$ cat config.mk
export PLATFORM = sky130hd
export DESIGN_NAME = cfg_serial_loader
export DESIGN_NICKNAME = d
export VERILOG_FILES = /design/src/rtl/cfg_load_pkg.sv /design/src/rtl/cfg_tick_gen.sv /design/src/rtl/cfg_timeout.sv /design/src/rtl/cfg_serial_loader.sv
export SDC_FILE = /design/constraint.sdc
export NUM_CORES = 1
export LEC_CHECK = 0
export CAP_MARGIN = 40
export CORE_MARGIN = 10
export CORE_UTILIZATION = 45
export DETAILED_ROUTE_END_ITERATION = 10
export GPL_ROUTABILITY_DRIVEN = 0
export PLACE_DENSITY = 0.77
export SYNTH_ARGS = -nofsm -noshare
export SYNTH_HDL_FRONTEND = slang
export SYNTH_HIERARCHICAL = 1
export SYNTH_SLANG_ARGS = --single-unit
$ cat constraint.sdc
create_clock -name clk -period 5.5 [get_ports clk]
set_clock_uncertainty 0.15 [all_clocks]
set_input_delay 1.1 -clock clk [delete_from_list [all_inputs] [get_ports clk]]
set_output_delay 1.1 -clock clk [all_outputs]
set_load 0.01 [all_outputs]
$ cat src/rtl/cfg_load_pkg.sv
package cfg_load_pkg;

   typedef enum logic [2:0] {
      S_IDLE,
      S_PROG_LOW,
      S_INIT_HIGH,
      S_BYTE,
      S_SHIFT,
      S_POST
   } ld_state_e;

   typedef enum logic [1:0] {
      FC_NONE    = 2'b00,
      FC_TIMEOUT = 2'b01,
      FC_CRC     = 2'b10
   } fail_code_e;

endpackage

$ cat src/rtl/cfg_tick_gen.sv
module cfg_tick_gen #(
   parameter int HALF_CYC = 5
) (
   input  logic clk,
   input  logic rst_n,
   input  logic run,
   output logic tick
);
   localparam int CW = (HALF_CYC > 2) ? $clog2(HALF_CYC) : 1;

   if (HALF_CYC < 2) begin : g_bad_half
      $error("cfg_tick_gen: HALF_CYC must be at least 2");
   end

   if (HALF_CYC == 2) begin : g_toggle
      logic ph;
      always_ff @(posedge clk or negedge rst_n) begin
         if (!rst_n)    ph <= 1'b0;
         else if (!run) ph <= 1'b0;
         else           ph <= ~ph;
      end
      assign tick = run && ph;
   end else begin : g_count
      logic [CW-1:0] cnt;
      always_ff @(posedge clk or negedge rst_n) begin
         if (!rst_n)                          cnt <= '0;
         else if (!run)                       cnt <= '0;
         else if (cnt == CW'(HALF_CYC - 1))   cnt <= '0;
         else                                 cnt <= cnt + 1'b1;
      end
      assign tick = run && (cnt == CW'(HALF_CYC - 1));
   end

   // Ticks are never adjacent, which leaves a free cycle for the data update.
   a_r5_tick_spacing: assert property (@(posedge clk) disable iff (!rst_n)
      tick |=> !tick);

endmodule

$ cat src/rtl/cfg_timeout.sv
module cfg_timeout #(
   parameter int LIMIT = 2_500_000
) (
   input  logic clk,
   input  logic rst_n,
   input  logic clr,
   output logic expired
);
   localparam int TW = $clog2(LIMIT + 1);

   if (LIMIT < 1) begin : g_bad_limit
      $error("cfg_timeout: LIMIT must be positive");
   end

   logic [TW-1:0] cnt;

   always_ff @(posedge clk or negedge rst_n) begin
      if (!rst_n)                     cnt <= '0;
      else if (clr)                   cnt <= '0;
      else if (cnt != TW'(LIMIT))     cnt <= cnt + 1'b1;
   end

   assign expired = (cnt == TW'(LIMIT)) && !clr;

   a_r3_clear_restarts: assert property (@(posedge clk) disable iff (!rst_n)
      clr |=> !expired);

endmodule

$ cat src/rtl/cfg_serial_loader.sv
module cfg_serial_loader
   import cfg_load_pkg::*;
#(
   parameter int DATA_W      = 8,
   parameter int HALF_CYC    = 5,
   parameter int TIMEOUT_CYC = 2_500_000
) (
   input  logic              clk,
   input  logic              rst_n,
   input  logic              start_i,
   input  logic [DATA_W-1:0] byte_data_i,
   input  logic              byte_valid_i,
   input  logic              byte_last_i,
   output logic              byte_ready_o,
   output logic              prog_o,
   output logic              cclk_o,
   output logic              dout_o,
   input  logic              init_i,
   input  logic              done_i,
   output logic              busy_o,
   output logic              ok_o,
   output logic              fail_o,
   output logic [1:0]        fail_code_o
);
   localparam int BCW = (DATA_W > 1) ? $clog2(DATA_W) : 1;

   if (DATA_W < 2) begin : g_bad_width
      $error("cfg_serial_loader: DATA_W must be at least 2");
   end

   ld_state_e         st, st_prev;
   logic [DATA_W-1:0] sh;
   logic [BCW-1:0]    bitcnt;
   logic              last_q, cclk_q, dout_q, dpend;
   logic              ok_q, fail_q;
   fail_code_e        code_q;
   logic              tick, expired, tmo_clr, crc_bad, wait_st;

   assign wait_st = (st == S_PROG_LOW) || (st == S_INIT_HIGH) || (st == S_POST);
   assign tmo_clr = !wait_st || (st != st_prev);
   assign crc_bad = !init_i && !done_i;

   cfg_tick_gen #(.HALF_CYC(HALF_CYC)) u_tick (
      .clk(clk), .rst_n(rst_n),
      .run((st == S_SHIFT) || (st == S_POST)),
      .tick(tick)
   );

   cfg_timeout #(.LIMIT(TIMEOUT_CYC)) u_tmo (
      .clk(clk), .rst_n(rst_n), .clr(tmo_clr), .expired(expired)
   );

   always_ff @(posedge clk or negedge rst_n) begin
      if (!rst_n) begin
         st      <= S_IDLE;
         st_prev <= S_IDLE;
         sh      <= '0;
         bitcnt  <= '0;
         last_q  <= 1'b0;
         cclk_q  <= 1'b1;
         dout_q  <= 1'b0;
         dpend   <= 1'b0;
         ok_q    <= 1'b0;
         fail_q  <= 1'b0;
         code_q  <= FC_NONE;
      end else begin
         st_prev <= st;
         case (st)
            S_IDLE: begin
               if (start_i) begin
                  st     <= S_PROG_LOW;
                  ok_q   <= 1'b0;
                  fail_q <= 1'b0;
                  code_q <= FC_NONE;
               end
            end
            S_PROG_LOW: begin
               if (!init_i) st <= S_INIT_HIGH;
               else if (expired) begin
                  st <= S_IDLE; fail_q <= 1'b1; code_q <= FC_TIMEOUT;
               end
            end
            S_INIT_HIGH: begin
               if (init_i) st <= S_BYTE;
               else if (expired) begin
                  st <= S_IDLE; fail_q <= 1'b1; code_q <= FC_TIMEOUT;
               end
            end
            S_BYTE: begin
               if (crc_bad) begin
                  st <= S_IDLE; fail_q <= 1'b1; code_q <= FC_CRC;
               end else if (byte_valid_i) begin
                  sh     <= byte_data_i;
                  last_q <= byte_last_i;
                  bitcnt <= '0;
                  st     <= S_SHIFT;
               end
            end
            S_SHIFT: begin
               if (dpend) begin
                  dout_q <= sh[DATA_W-1];
                  sh     <= {sh[DATA_W-2:0], 1'b0};
                  dpend  <= 1'b0;
               end else if (tick) begin
                  if (cclk_q) begin
                     cclk_q <= 1'b0;
                     dpend  <= 1'b1;
                  end else begin
                     cclk_q <= 1'b1;
                     if (bitcnt == BCW'(DATA_W - 1)) st <= last_q ? S_POST : S_BYTE;
                     else                            bitcnt <= bitcnt + 1'b1;
                  end
               end
            end
            S_POST: begin
               if (done_i) begin
                  st <= S_IDLE; ok_q <= 1'b1; cclk_q <= 1'b1; dpend <= 1'b0;
               end else if (expired) begin
                  st <= S_IDLE; fail_q <= 1'b1; code_q <= FC_TIMEOUT;
                  cclk_q <= 1'b1; dpend <= 1'b0;
               end else if (dpend) begin
                  dout_q <= 1'b1;
                  dpend  <= 1'b0;
               end else if (tick) begin
                  cclk_q <= ~cclk_q;
                  dpend  <= cclk_q;
               end
            end
            default: st <= S_IDLE;
         endcase
      end
   end

   assign prog_o       = (st == S_PROG_LOW);
   assign busy_o       = (st != S_IDLE);
   assign byte_ready_o = (st == S_BYTE) && !crc_bad;
   assign cclk_o       = cclk_q;
   assign dout_o       = dout_q;
   assign ok_o         = ok_q;
   assign fail_o       = fail_q;
   assign fail_code_o  = code_q;

   // PROGRAM released only after INIT was seen low, or on a timeout
   a_r1_prog_release: assert property (@(posedge clk) disable iff (!rst_n)
      $fell(prog_o) |-> (fail_o || !$past(init_i)));
   // configuration clock frozen high during the handshake
   a_r2_no_clk_handshake: assert property (@(posedge clk) disable iff (!rst_n)
      ((st == S_PROG_LOW) || (st == S_INIT_HIGH)) |-> (cclk_o && $stable(cclk_o)));
   // data moves only inside a low clock phase
   a_r5_dout_low_phase: assert property (@(posedge clk) disable iff (!rst_n)
      !$stable(dout_o) |-> (!cclk_o && !$past(cclk_o)));
   // CRC condition at a byte boundary ends the load with the CRC code
   a_r6_crc_abort: assert property (@(posedge clk) disable iff (!rst_n)
      ((st == S_BYTE) && crc_bad) |=> (fail_o && !busy_o && fail_code_o == 2'b10));
   // ready only while busy with the clock parked high
   a_r7_ready_scope: assert property (@(posedge clk) disable iff (!rst_n)
      byte_ready_o |-> (busy_o && cclk_o && !prog_o));
   // success only with DONE seen high
   a_r8_ok_done: assert property (@(posedge clk) disable iff (!rst_n)
      $rose(ok_o) |-> $past(done_i));
   // status holds while idle without a start
   a_r10_status_hold: assert property (@(posedge clk) disable iff (!rst_n)
      (!busy_o && !start_i) |=> ($stable(ok_o) && $stable(fail_o) && $stable(fail_code_o)));

endmodule

Word level (Yosys, flattened, before mapping)
Index checks and enable logic that the tools add are counted.
{"block": "word_totals", "out_inout_bits": 9, "ff_bits": 50, "input_bits": 15, "elab_cells": 140}
{"block": "classes", "add_sub_neg": 3, "n_mux": 65, "eq_ne": 29, "n_reduce_logical": 28, "bitwise": 2}
{"op": "two-way mux 3 bit", "count": 20}
{"op": "two-way mux 22 bit", "count": 2}
{"op": "!= test 2 bit, second input constant", "count": 14}
{"op": "two-way mux 1 bit", "count": 25}
{"op": "two-way mux 8 bit", "count": 3}
{"op": "adder 22 x 1 -> 22 bit, second input constant", "count": 1}
{"op": "== test 22 bit, second input constant", "count": 1}
{"op": "!= test 22 bit, second input constant", "count": 1}
{"op": "one-hot mux 3 bit (6 select lines)", "count": 1}
{"op": "one-hot mux 8 bit (2 select lines)", "count": 1}
{"op": "== test 3 bit, second input constant", "count": 4}
{"op": "two-way mux 2 bit", "count": 6}
{"op": "AND reduction 6 bit", "count": 2}
{"op": "one-hot mux 2 bit (5 select lines)", "count": 1}
{"op": "AND reduction 5 bit", "count": 2}
{"op": "!= test 4 bit, second input constant", "count": 2}
{"op": "one-hot mux 1 bit (2 select lines)", "count": 4}
{"op": "nonzero test 2 bit", "count": 4}
{"op": "AND reduction 7 bit", "count": 1}
{"op": "adder 3 x 1 -> 3 bit, second input constant", "count": 2}
{"op": "== test 3 x 2 -> 1 bit, second input constant", "count": 2}
{"op": "one-hot mux 3 bit (2 select lines)", "count": 1}
{"op": "AND reduction 3 bit", "count": 2}
{"op": "zero test 1 bit", "count": 5}
{"op": "other kinds (12)", "count": 20}

Depth between registers and ports, before layout
{"block": "logic_depth", "depth_word": 10, "depth_mapped": 9, "ltp_nobuf": 9}

Cells and area by module
Netlist, hierarchy kept.
{"mod": "cfg_serial_loader", "n_inst": 1, "area_per_inst_um2": 1308.8, "cells_each": 128}
{"mod": "cfg_timeout", "n_inst": 1, "area_per_inst_um2": 1202.4, "cells_each": 128}
{"mod": "cfg_tick_gen", "n_inst": 1, "area_per_inst_um2": 151.4, "cells_each": 14}

Least setup slack after synthesis
No wires, ideal clock.
{"block": "synth_timing", "kind": "input to output", "start": "input port done_i", "end": "output port byte_ready_o", "t_arrival_ps": 1451, "required_ps": 4250, "slack_ps": 2799, "path_stages": 2, "cell_sequence": "o21ai_0 inv_1"}
{"block": "synth_between", "elab_chain_cells": 4}
{"item": "start: declaration", "line_no": "cfg_serial_loader.sv:19", "text": "input logic done_i,"}
{"item": "zero test 1 bit", "line_no": "cfg_serial_loader.sv:41", "text": "assign crc_bad = !init_i && !done_i;"}
{"item": "logical AND 1 bit", "line_no": "cfg_serial_loader.sv:41"}
{"item": "zero test 1 bit", "line_no": "cfg_serial_loader.sv:136", "text": "assign byte_ready_o = (st == S_BYTE) && !crc_bad;"}
{"item": "logical AND 1 bit", "line_no": "cfg_serial_loader.sv:136"}
{"item": "end: declaration", "line_no": "cfg_serial_loader.sv:14", "text": "output logic byte_ready_o,"}
No other way between the ends.

Final worst setup path
Ends and elaborated chain as after synthesis.

==> results.cfg <==
[timing]
max_freq_ghz = 0.2659
finalSetupViolations = 0
rsz0062_at_grt = false
totalNegativeSetupSlack_ps = 0
worst_pin_slew_ps = 941.2
period_minus_slack_ps = 3760
finalCritPeriodShare_pct = 68.37
hold_viol_final = 0
slew_viol_final = 0
slew_headroom_pct = 36.77

[logic_synthesis]
synth_nets = 291
synth_top_area_cell = dfrtp_1
synthTopCellsByCount = 49 x dfrtp_1, 20 x a21oi_1, 19 x nor2_1, 15 x nand3_1
ys.flop_type = dfrtp_1
synth_edf_count = 0
synth-seq-cells = 50
yosys_warnings = 6
syn_area_per_cell_um2 = 9.861
synth_top_cell_area_share_pct = 46.05
synth_cell_types = 61
async_flop_share_pct = 100.0
syn_inst = 270
yosysMostFrequentCell = dfrtp_1
ys_seq_area_share_pct = 47.04
synth_area_mm2 = 0.002663
synth_area_leaders = dfrtp_1 46%, a21oi_1 3.8%, ha_1 2.8%

[drt]
vias = 2138
firstDrtPassIters = 4
antenna_left = 0
wl_per_cell_um = 15.21
wirelength_mm = 5.599
drt-initial-drc-count = 87
via_per_inst = 5.810
route.detailed.drc = 0

[clocking]
insertion_delay_ps = 310
htreeDepth = 2
hold_buffers = 0
cts.reportedPaths.clkPinSlew_ps = 90
numCtsBuffers = 5
cts.repair.resized = 0
cts-root-buf = clkbuf_8
cts_setup_buffers = 0
tritoncts = yes
cts_sinks = 50
cts_buffer_depth = 2

[hold_path]
min-delay-start = sh[7]$_DFFE_PN0P_
worstHoldEndpoint = sh[7]$_DFFE_PN0P_
hold_path_depth = 1
worstHoldPathType = reg2reg

[run]
drv_cap = 0

[placed_design]
post-dp-hpwl_mm = 4.053
portBuffers = 23

[setup_path]
regToRegSetupSlack_ps = 2200
r2r_start = st[2]$_DFFE_PN0P_
path_class = in2out
crit_arrival_ps = 2510
reg2reg_depth = 8
cp.required_ps = 4250
r2r-end = dpend$_DFFE_PN0P_
start_kind = primary input
end_kind = output port
cp_max_fo = 8

[die]
die_w_um = 96.92
core_area_mm2 = 0.005608
initial_core_util_pct = 47.48
die_h_um = 96.92
rows = 27
die-area_mm2 = 0.009393
ios = 24

[finish]
areaGrowthSynthToFinish_pct = 14.90
drive_gt1_share_pct = 7.432
diodes = 0
nets = 316

[grt]
grt_pass1_wl_mm = 9.873
grt_max_degree = 38
grt_overflow = 0
gr-usage-all-layers_pct = 11.98
antenna_found_initial = 0
grt_pass1_vias = 2116

[power]
powerDensity_mw_per_mm2 = 201.7
p_total_mw = 0.6169
p_leak_nw = 1.225
ir_worst_vdd_v = 0.0001019

[status]
status = completed
==> power breakdown <==
part	switching (mW)	internal [mW]	total, mW
Sequential	0	0.367	0.367
Combinational	0.0111	0.0109	0.0220
Clock	0.126	0.101	0.228
==> per-layer routing <==
layer  track usage [%]  up-vias  part of all wire, %
met2             17.89       48                   46
met1             16.16     1030                   47
met5                 0        -                    0
li1                  -     1053                    -
met4             3.720        0                  1.1
met3             3.478        7                  5.8
==> final cells by class <==
cell class,count,area (um2)
repair buffers,25,252.7
flip-flops and latches,50,1252
well taps,72,90.09
clock buffers,6,82.58
multi-input cells,200,1320
fillers,528,2549
clock inverters,2,12.51
inverters,13,48.80
==> critical path, cell delays in order <==
cell	delay (ps)
clkdlybuf4s50_1	520
o21ai_0	330
inv_1	70
clkdlybuf4s50_1	490
==> cell usage in the layout (no fill, tap or decap), types with 7 or more instances in the layout <==
master	instances
nor2_1	19
dfrtp_1	49
o21ai_0	11
inv_1	11
o21a_1	7
a21oi_1	20
clkdlybuf4s50_1	22
nand3_1	15
nand2_1	11
xor2_1	8
nor3_1	8
o22a_1	8
==> through the flow <==
step / hold slack [ps] / area (um2) / cells / setup slack [ps] / util, %
after floorplan: 246.1 / 2663 / 270 / 2799 / -
after global placement: 324.7 / 2944 / 359 / 1759 / 52.50
after detailed placement: 330.3 / 2964 / 360 / 1724 / 52.86
after CTS: 347.5 / 3059 / 368 / 1724 / 54.55
after global routing: 374.7 / 3059 / 368 / 1610 / 54.55
final: 350.4 / 3059 / 368 / 1740 / 54.55
==> flip-flops by register name, indices dropped and copies added (netlist names), 2 cells and up <==
signal and cells:
sh 8, u_tmo/cnt 22, u_tick/g_count.cnt 3, st_prev 3, st 3, fail_code_o 2
bitcnt 3
==> how the worst max path moves through the flow <==
stage | endpoint | start | cells after the start | slack, ps
floorplan | byte_ready_o | done_i | 2 | 2800
global placement | byte_ready_o | done_i | 4 | 1760
detailed placement | byte_ready_o | done_i | 4 | 1720
CTS | byte_ready_o | done_i | 4 | 1720
global route | byte_ready_o | done_i | 4 | 1610
finish | byte_ready_o | done_i | 4 | 1740
==> cell families (layout without fill, tap and decap cells) <==
group	Yosys count	in the layout	synth area share, %
AOI/OAI and AO/OA	75	75	18.56
xor gates and xnor gates	11	11	3.619
adders and majority gates	6	6	2.819
buffers and inverters	20	46	3.384
DFF	50	50	47.04
muxes	3	3	1.410
and+or+nand+nor	105	105	23.17
Note: power is estimated with default switching activity, not from simulation.
